==> src/rtl/irqc_pkg.sv <==
package irqc_pkg;
   typedef enum logic [1:0] {
      IRQC_SEL_NONE = 2'd0,
      IRQC_SEL_SET  = 2'd1,
      IRQC_SEL_CLR  = 2'd2,
      IRQC_SEL_STAT = 2'd3
   } irqc_sel_e;
endpackage

==> src/rtl/irqc_regdec.sv <==
module irqc_regdec #(
   parameter int ADDR_W   = 4,
   parameter int OFS_SET  = 0,
   parameter int OFS_CLR  = 4,
   parameter int OFS_STAT = 12
) (
   input  logic [ADDR_W-1:0] addr,
   output irqc_pkg::irqc_sel_e sel
);
   localparam logic [ADDR_W-1:0] A_SET  = ADDR_W'(OFS_SET);
   localparam logic [ADDR_W-1:0] A_CLR  = ADDR_W'(OFS_CLR);
   localparam logic [ADDR_W-1:0] A_STAT = ADDR_W'(OFS_STAT);

   always_comb begin
      if (addr == A_SET)       sel = irqc_pkg::IRQC_SEL_SET;
      else if (addr == A_CLR)  sel = irqc_pkg::IRQC_SEL_CLR;
      else if (addr == A_STAT) sel = irqc_pkg::IRQC_SEL_STAT;
      else                     sel = irqc_pkg::IRQC_SEL_NONE;
   end
endmodule

==> src/rtl/irqc_enable_bank.sv <==
module irqc_enable_bank #(
   parameter int SRC_W = 32
) (
   input  logic             clk,
   input  logic             rst_n,
   input  logic [SRC_W-1:0] set_mask,
   input  logic [SRC_W-1:0] clr_mask,
   output logic [SRC_W-1:0] en
);
   logic [SRC_W-1:0] en_q;
   logic [SRC_W-1:0] en_d;

   // clear has priority over set on the same bit
   always_comb en_d = (en_q | set_mask) & ~clr_mask;

   always_ff @(posedge clk or negedge rst_n) begin
      if (!rst_n) en_q <= '0;
      else        en_q <= en_d;
   end

   assign en = en_q;
endmodule

==> src/rtl/irqc_group_or.sv <==
module irqc_group_or #(
   parameter int NUM_GROUPS  = 4,
   parameter int GROUP_WIDTH = 8
) (
   input  logic                              clk,
   input  logic                              rst_n,
   input  logic [NUM_GROUPS*GROUP_WIDTH-1:0] pend,
   output logic [NUM_GROUPS-1:0]             grp_irq
);
   for (genvar g = 0; g < NUM_GROUPS; g++) begin : g_grp
      logic line_q;
      always_ff @(posedge clk or negedge rst_n) begin
         if (!rst_n) line_q <= 1'b0;
         else        line_q <= |pend[g*GROUP_WIDTH +: GROUP_WIDTH];
      end
      assign grp_irq[g] = line_q;
   end
endmodule

==> src/rtl/irq_group_combiner.sv <==
module irq_group_combiner #(
   parameter int NUM_GROUPS  = 4,
   parameter int GROUP_WIDTH = 8,
   parameter int BUS_W       = 32,
   parameter int ADDR_W      = 4,
   parameter int OFS_SET     = 0,
   parameter int OFS_CLR     = 4,
   parameter int OFS_STAT    = 12,
   localparam int SRC_W      = NUM_GROUPS * GROUP_WIDTH
) (
   input  logic                  clk,
   input  logic                  rst_n,
   input  logic [ADDR_W-1:0]     bus_addr,
   input  logic                  bus_wr,
   input  logic [BUS_W-1:0]      bus_wdata,
   input  logic                  bus_rd,
   output logic [BUS_W-1:0]      bus_rdata,
   input  logic [SRC_W-1:0]      irq_src,
   output logic [NUM_GROUPS-1:0] irq_grp
);
   import irqc_pkg::*;

   // elaboration-time parameter checks
   if (SRC_W != BUS_W) begin : g_bad_width
      $error("source count must equal the bus width");
   end
   if (NUM_GROUPS < 1 || GROUP_WIDTH < 1) begin : g_bad_groups
      $error("group count and group width must be positive");
   end
   if (OFS_SET == OFS_CLR || OFS_SET == OFS_STAT || OFS_CLR == OFS_STAT) begin : g_bad_ofs
      $error("register offsets must be distinct");
   end
   if ((OFS_SET % 4) != 0 || (OFS_CLR % 4) != 0 || (OFS_STAT % 4) != 0) begin : g_bad_align
      $error("register offsets must be word aligned");
   end
   if (OFS_STAT >= (1 << ADDR_W) || OFS_CLR >= (1 << ADDR_W) || OFS_SET >= (1 << ADDR_W)) begin : g_bad_range
      $error("register offsets must fit the address width");
   end

   irqc_sel_e        sel;
   logic [SRC_W-1:0] set_mask;
   logic [SRC_W-1:0] clr_mask;
   logic [SRC_W-1:0] en_q;
   logic [SRC_W-1:0] pend;

   irqc_regdec #(
      .ADDR_W  (ADDR_W),
      .OFS_SET (OFS_SET),
      .OFS_CLR (OFS_CLR),
      .OFS_STAT(OFS_STAT)
   ) u_dec (
      .addr(bus_addr),
      .sel (sel)
   );

   assign set_mask = (bus_wr && sel == IRQC_SEL_SET) ? bus_wdata : '0;
   assign clr_mask = (bus_wr && sel == IRQC_SEL_CLR) ? bus_wdata : '0;

   irqc_enable_bank #(.SRC_W(SRC_W)) u_en (
      .clk     (clk),
      .rst_n   (rst_n),
      .set_mask(set_mask),
      .clr_mask(clr_mask),
      .en      (en_q)
   );

   assign pend = irq_src & en_q;

   irqc_group_or #(
      .NUM_GROUPS (NUM_GROUPS),
      .GROUP_WIDTH(GROUP_WIDTH)
   ) u_or (
      .clk    (clk),
      .rst_n  (rst_n),
      .pend   (pend),
      .grp_irq(irq_grp)
   );

   always_comb begin
      bus_rdata = '0;
      if (bus_rd) begin
         case (sel)
            IRQC_SEL_SET,
            IRQC_SEL_CLR:  bus_rdata = en_q;
            IRQC_SEL_STAT: bus_rdata = pend;
            default:       bus_rdata = '0;
         endcase
      end
   end
endmodule

==> config.mk <==
export PLATFORM = sky130hd
export DESIGN_NAME = irq_group_combiner
export DESIGN_NICKNAME = d
export VERILOG_FILES = /design/src/rtl/irqc_pkg.sv /design/src/rtl/irqc_regdec.sv /design/src/rtl/irqc_enable_bank.sv /design/src/rtl/irqc_group_or.sv /design/src/rtl/irq_group_combiner.sv
export SDC_FILE = /design/constraint.sdc
export NUM_CORES = 1
export LEC_CHECK = 0
export ABC_AREA = 1
export ABC_CLOCK_PERIOD_IN_PS = 2500
export BUFFER_PORTS_ARGS = -buffer_cell sky130_fd_sc_hd__buf_2
export CELL_PAD_IN_SITES_DETAIL_PLACEMENT = 0
export CELL_PAD_IN_SITES_GLOBAL_PLACEMENT = 2
export CORE_AREA = 3 3 105 107
export CTS_CLUSTER_SIZE = 28
export DETAILED_ROUTE_END_ITERATION = 8
export DIE_AREA = 0 0 108 110
export PLACE_DENSITY = 0.88
export SLEW_MARGIN = 10
export SYNTH_ARGS = -nofsm -noshare
export SYNTH_HDL_FRONTEND = slang
export SYNTH_SLANG_ARGS = --single-unit
==> constraint.sdc <==
create_clock -name clk -period 2.5 [get_ports clk]
set_input_delay 0.5 -clock clk [delete_from_list [all_inputs] [get_ports clk]]
set_output_delay 0.5 -clock clk [all_outputs]
set_load 0.02 [all_outputs]
# After elaboration in Yosys (flattened, before gate mapping)
# Cells that the tools add are included.
# op_classes
bitwise,4
mux,7
n_reduce_logical,8
n_eq_ne,5
# ops
operator,n
two-way mux 32 bit,3
bitwise AND 32 bit,2
one-hot mux 32 bit (2 select lines),1
NOT 32 bit,1
OR 32 bit,1
OR reduction 8 bit,4
two-way mux 2 bit,3
== test 2 bit (second input constant),2
== test 4 x 3 -> 1 bit (second input constant),1
== test 4 bit (second input constant),1
logical NOT 4 bit,1
== test 2 x 1 -> 1 bit (second input constant),1
logical AND 1 bit,2
OR reduction 2 bit,1
# totals
elab_cells,29
output_inout_bits,36
register_bits,36

# Longest topological paths before layout
# depth
depth_word,9
depth_mapped,9

# Modules after synthesis
# Synthesis repeated with hierarchy kept, for this count alone.
# hier_totals
cells_unflattened,455
area_unflattened_um2,2663.8
# by_module_without_submodules
mod,cells_per_inst,area_per_inst_um2,seq_area_each_um2,instances
irq_group_combiner,283,1226.2,0.0,1
irqc_enable_bank,96,1041.0,800.8,1
irqc_group_or,68,355.3,100.1,1
irqc_regdec,8,41.3,0.0,1

# Worst setup path before layout
# Ideal clock, no wire load.
# synth_timing
path_kind,input port to output port
startpoint,input port bus_addr[1]
endpoint,output port bus_rdata[10]
t_arrival_ns,1.991
setup_slack_ns,0.009
required_ns,2.000
n_path_buf,2
cell_stages,7
cell_sequence,nor2_4 buf_6 o21ai_0 ha_1 buf_2 a21oi_1 nor3_1
# synth_via
elab_chain_len,8
word_cells_on_any_way,12
cone_classes,eq/ne (5); mux (5); reduce/logical (2)
# synth_rtl
element,line_no,text
from (decl),irq_group_combiner.sv:13,"input logic [ADDR_W-1:0] bus_addr,"
== test 4 bit,irqc_regdec.sv:17,else if (addr == A_STAT) sel = irqc_pkg::IRQC_SEL_STAT;
two-way mux 2 bit,irqc_regdec.sv:17,
two-way mux 2 bit,irqc_regdec.sv:16,else if (addr == A_CLR) sel = irqc_pkg::IRQC_SEL_CLR;
two-way mux 2 bit (*),irqc_regdec.sv:15,if (addr == A_SET) sel = irqc_pkg::IRQC_SEL_SET;
== test 2 x 1 -> 1 bit / == test 2 bit (equally long branches),irq_group_combiner.sv:82,case (sel)
OR reduction 2 bit,irq_group_combiner.sv:82,
one-hot mux 32 bit (2 select lines) (*),irq_group_combiner.sv:82,
two-way mux 32 bit (*),irq_group_combiner.sv:81,if (bus_rd) begin
to (decl),irq_group_combiner.sv:17,"output logic [BUS_W-1:0] bus_rdata,"
# Every way passes the cells marked *; elsewhere a longest branch is shown, timed or not.

# Worst setup path after layout
# layout_timing
startpoint,input port bus_addr[1]
endpoint,output port bus_rdata[26]
# The elaborated chain is that of the path after synthesis.

==> run metrics <==
status=completed; largest net degree at the start of global routing=37; Starting Density=between 20% and 30%; critical path capture point=bus_rdata[26]; Max FO, Critical Path=16; total number of vias=2,634; Syn Nets=~420; Layout Nets=521; die footprint=11,880 um2; # port buffers=around 110; worst vdd ir=182.9 uV; max_cap viols=0; worst clock skew=~4.4 ps; crit path from=bus_addr[1]; gr ovfl total=0; P&R area growth vs syn=34.96%; Worst Setup End Kind=output pin; Slew HR=~40%; Ports=roughly 110; Mapped Avg Cell Area=about 7.0 um2; pwr dens=517.8 nW/um2; Core Region=10,230 um2; Skew-Pair Late Insertion Delay=between 200 and 300 ps; Final min period=about 2400 ps; FMAX=slightly above 400 MHz; Syn. warnings=0; Tot GR Track Use=around 14%; Detail Placement HPWL=just under 6000 um; sequential share of the synthesized area=a little under two fifths; final wirelength=between 8000 and 9000 um; reg2reg end=u_or.g_grp[3].line_q; Worst-Margin Slew=just under 900 ps; DRC Markers=0; worst min-delay path class=input pin to asynchronous set/reset pin; cells after synthesis=344; antenna cells=0; worst hold margin=approximately 310 ps; total CTS buffers=5; Post-CTS Setup Repair Bufs=0; DIE WIDTH=approximately 110 um; antenna violations before repair=1; post-DR vias/cell=4.526; layout cell share with drive strength beyond 1=a little under a third; H-tree depth=2; CTS Sinks=36; Routed WL per cell=between 10 and 15 um; kind of critical path=input pin to output pin; FF-to-FF setup slack=between 1500 and 2000 ps; final critical-path share of the clock period=96.18%; Fin Setup TNS=0 ps; routability cong.=just under 0.8; Pins Over Slew Limit=0; Worst Path Required=~2000 ps; Leak=1.681 nW; endpoints failing setup=0; die height=around 110 um; Worst Path Arrival=1900 ps; antenna-violating nets left=0; Netlist cell types=15; Final Hold Fails=0; TritonCTS clock tree=yes; drt initial violations=between 100 and 150; reg2reg path depth=3; Critical Path Source Type=input pin; clock root cell=clkbuf_8; Bufs on Longest Clock Path=2; router iterations before antenna repair=4; first-pass GRT wire length=between 10,000 and 15,000 um; vias in the first global route=roughly 2,500; Post-Syn Area=roughly 2400 um2; clock slew at reported path FFs=approximately 80 ps; worst r2r src=u_en.en[25]; Yosys reg bits=36; row count=37
worst min path at each step:
stage,startpoint,to,slack [ps],cells after the start
detailed placement,u_en.en[27],u_en.en[27],530,2
global route,rst_n,u_or.g_grp[3].line_q,410,1
global placement,u_en.en[4],u_en.en[4],530,2
CTS,rst_n,u_en.en[28],370,1
finish,rst_n,u_or.g_grp[3].line_q,310,1
floorplan,rst_n,u_en.en[0],200,0
metal layers:
metal	global-route usage [%]	vias up	routed length (um)
met1	17.99	1209	3817
met2	23.45	88	3856
met3	3.203	8	511
li1	-	1327	-
met4	3.427	2	63
met5	0	-	7
through the flow:
stage	std cells	total power [mW]	area [um2]	utilization (%)	setup WS, ps
floorplan	344	1.091	2412	-	8.861
global placement	574	1.264	3075	30.06	55.80
detailed placement	574	1.273	3075	30.06	56.34
CTS	581	1.696	3153	30.82	47.34
global route	582	1.824	3256	31.82	-10.71
finish	582	1.686	3256	31.82	95.61
timing repair:
action / CTS / global route
hold buffers: 0 / 0
setup endpoints to repair: 0 / 31
resized for setup: 0 / 23
synth_stat cells, drive strengths merged:
library cell  instances  area [um2]
inv                  68       255.2
a21oi                64       320.3
nand4                40       250.2
dfrtp                36       900.9
nand2                36       137.6
nor2                 34       142.6
nor3                 32       160.2
buf                  26       177.7
or2                   4       25.02
ha                    3       37.54
o21ai                 1       5.000
sequential cells by signal, summed over array words and instances, names as in the netlist:
name	count
u_en.en	32
u_or.g_grp.line_q	4
cell type report:
| type | instances | area, um2 |
|---|---|---|
| repair buffers | 121 | 729.5 |
| clock buffers | 6 | 72.57 |
| fillers | 1143 | 6975 |
| flip-flops and latches | 36 | 900.9 |
| multi-input cells | 214 | 1122 |
| clock inverters | 1 | 5.005 |
| inverters | 68 | 255.2 |
| well taps | 136 | 170.2 |
cell families after synthesis:
logic type / Yosys count / share of synthesized area (%)
buffers and inverters: 94 / 17.95
AOI/OAI and AO/OA: 65 / 13.49
DFF: 36 / 37.34
and+or+nand+nor: 146 / 29.67
adders and majority gates: 3 / 1.556
critical path, cell delays in order:
cell     delay (ps)
buf_2           110
nor2_4          120
o21ai_0         100
buf_4           160
ha_4            140
inv_1            40
nand2_1         120
buf_12          190
nor3_1          210
buf_2           210
layout by cell type, fill, tap and decap left out:
cell type,netlist,final
ha_1,3,1
clkbuf_4,0,1
o21ai_0,1,1
nor2_4,2,2
ha_4,0,2
clkbuf_1,0,1
nand2_1,35,35
buf_6,6,1
buf_2,16,103
clkbuf_8,0,5
nor3_2,0,3
a21oi_2,0,1
clkinv_2,0,1
dfrtp_1,36,36
nand2_2,1,1
a21oi_1,64,63
inv_1,68,68
buf_12,0,6
buf_4,4,10
or2_2,4,4
nor3_1,32,29
nand4_1,40,40
nor2_1,32,32
report_power, final:
part           internal (mW)  total, mW  switching (mW)
combinational          0.195      0.490           0.295
sequential             0.718      0.784          0.0662
clock                  0.190      0.411           0.221
Note: power is estimated with default switching activity, not from simulation.
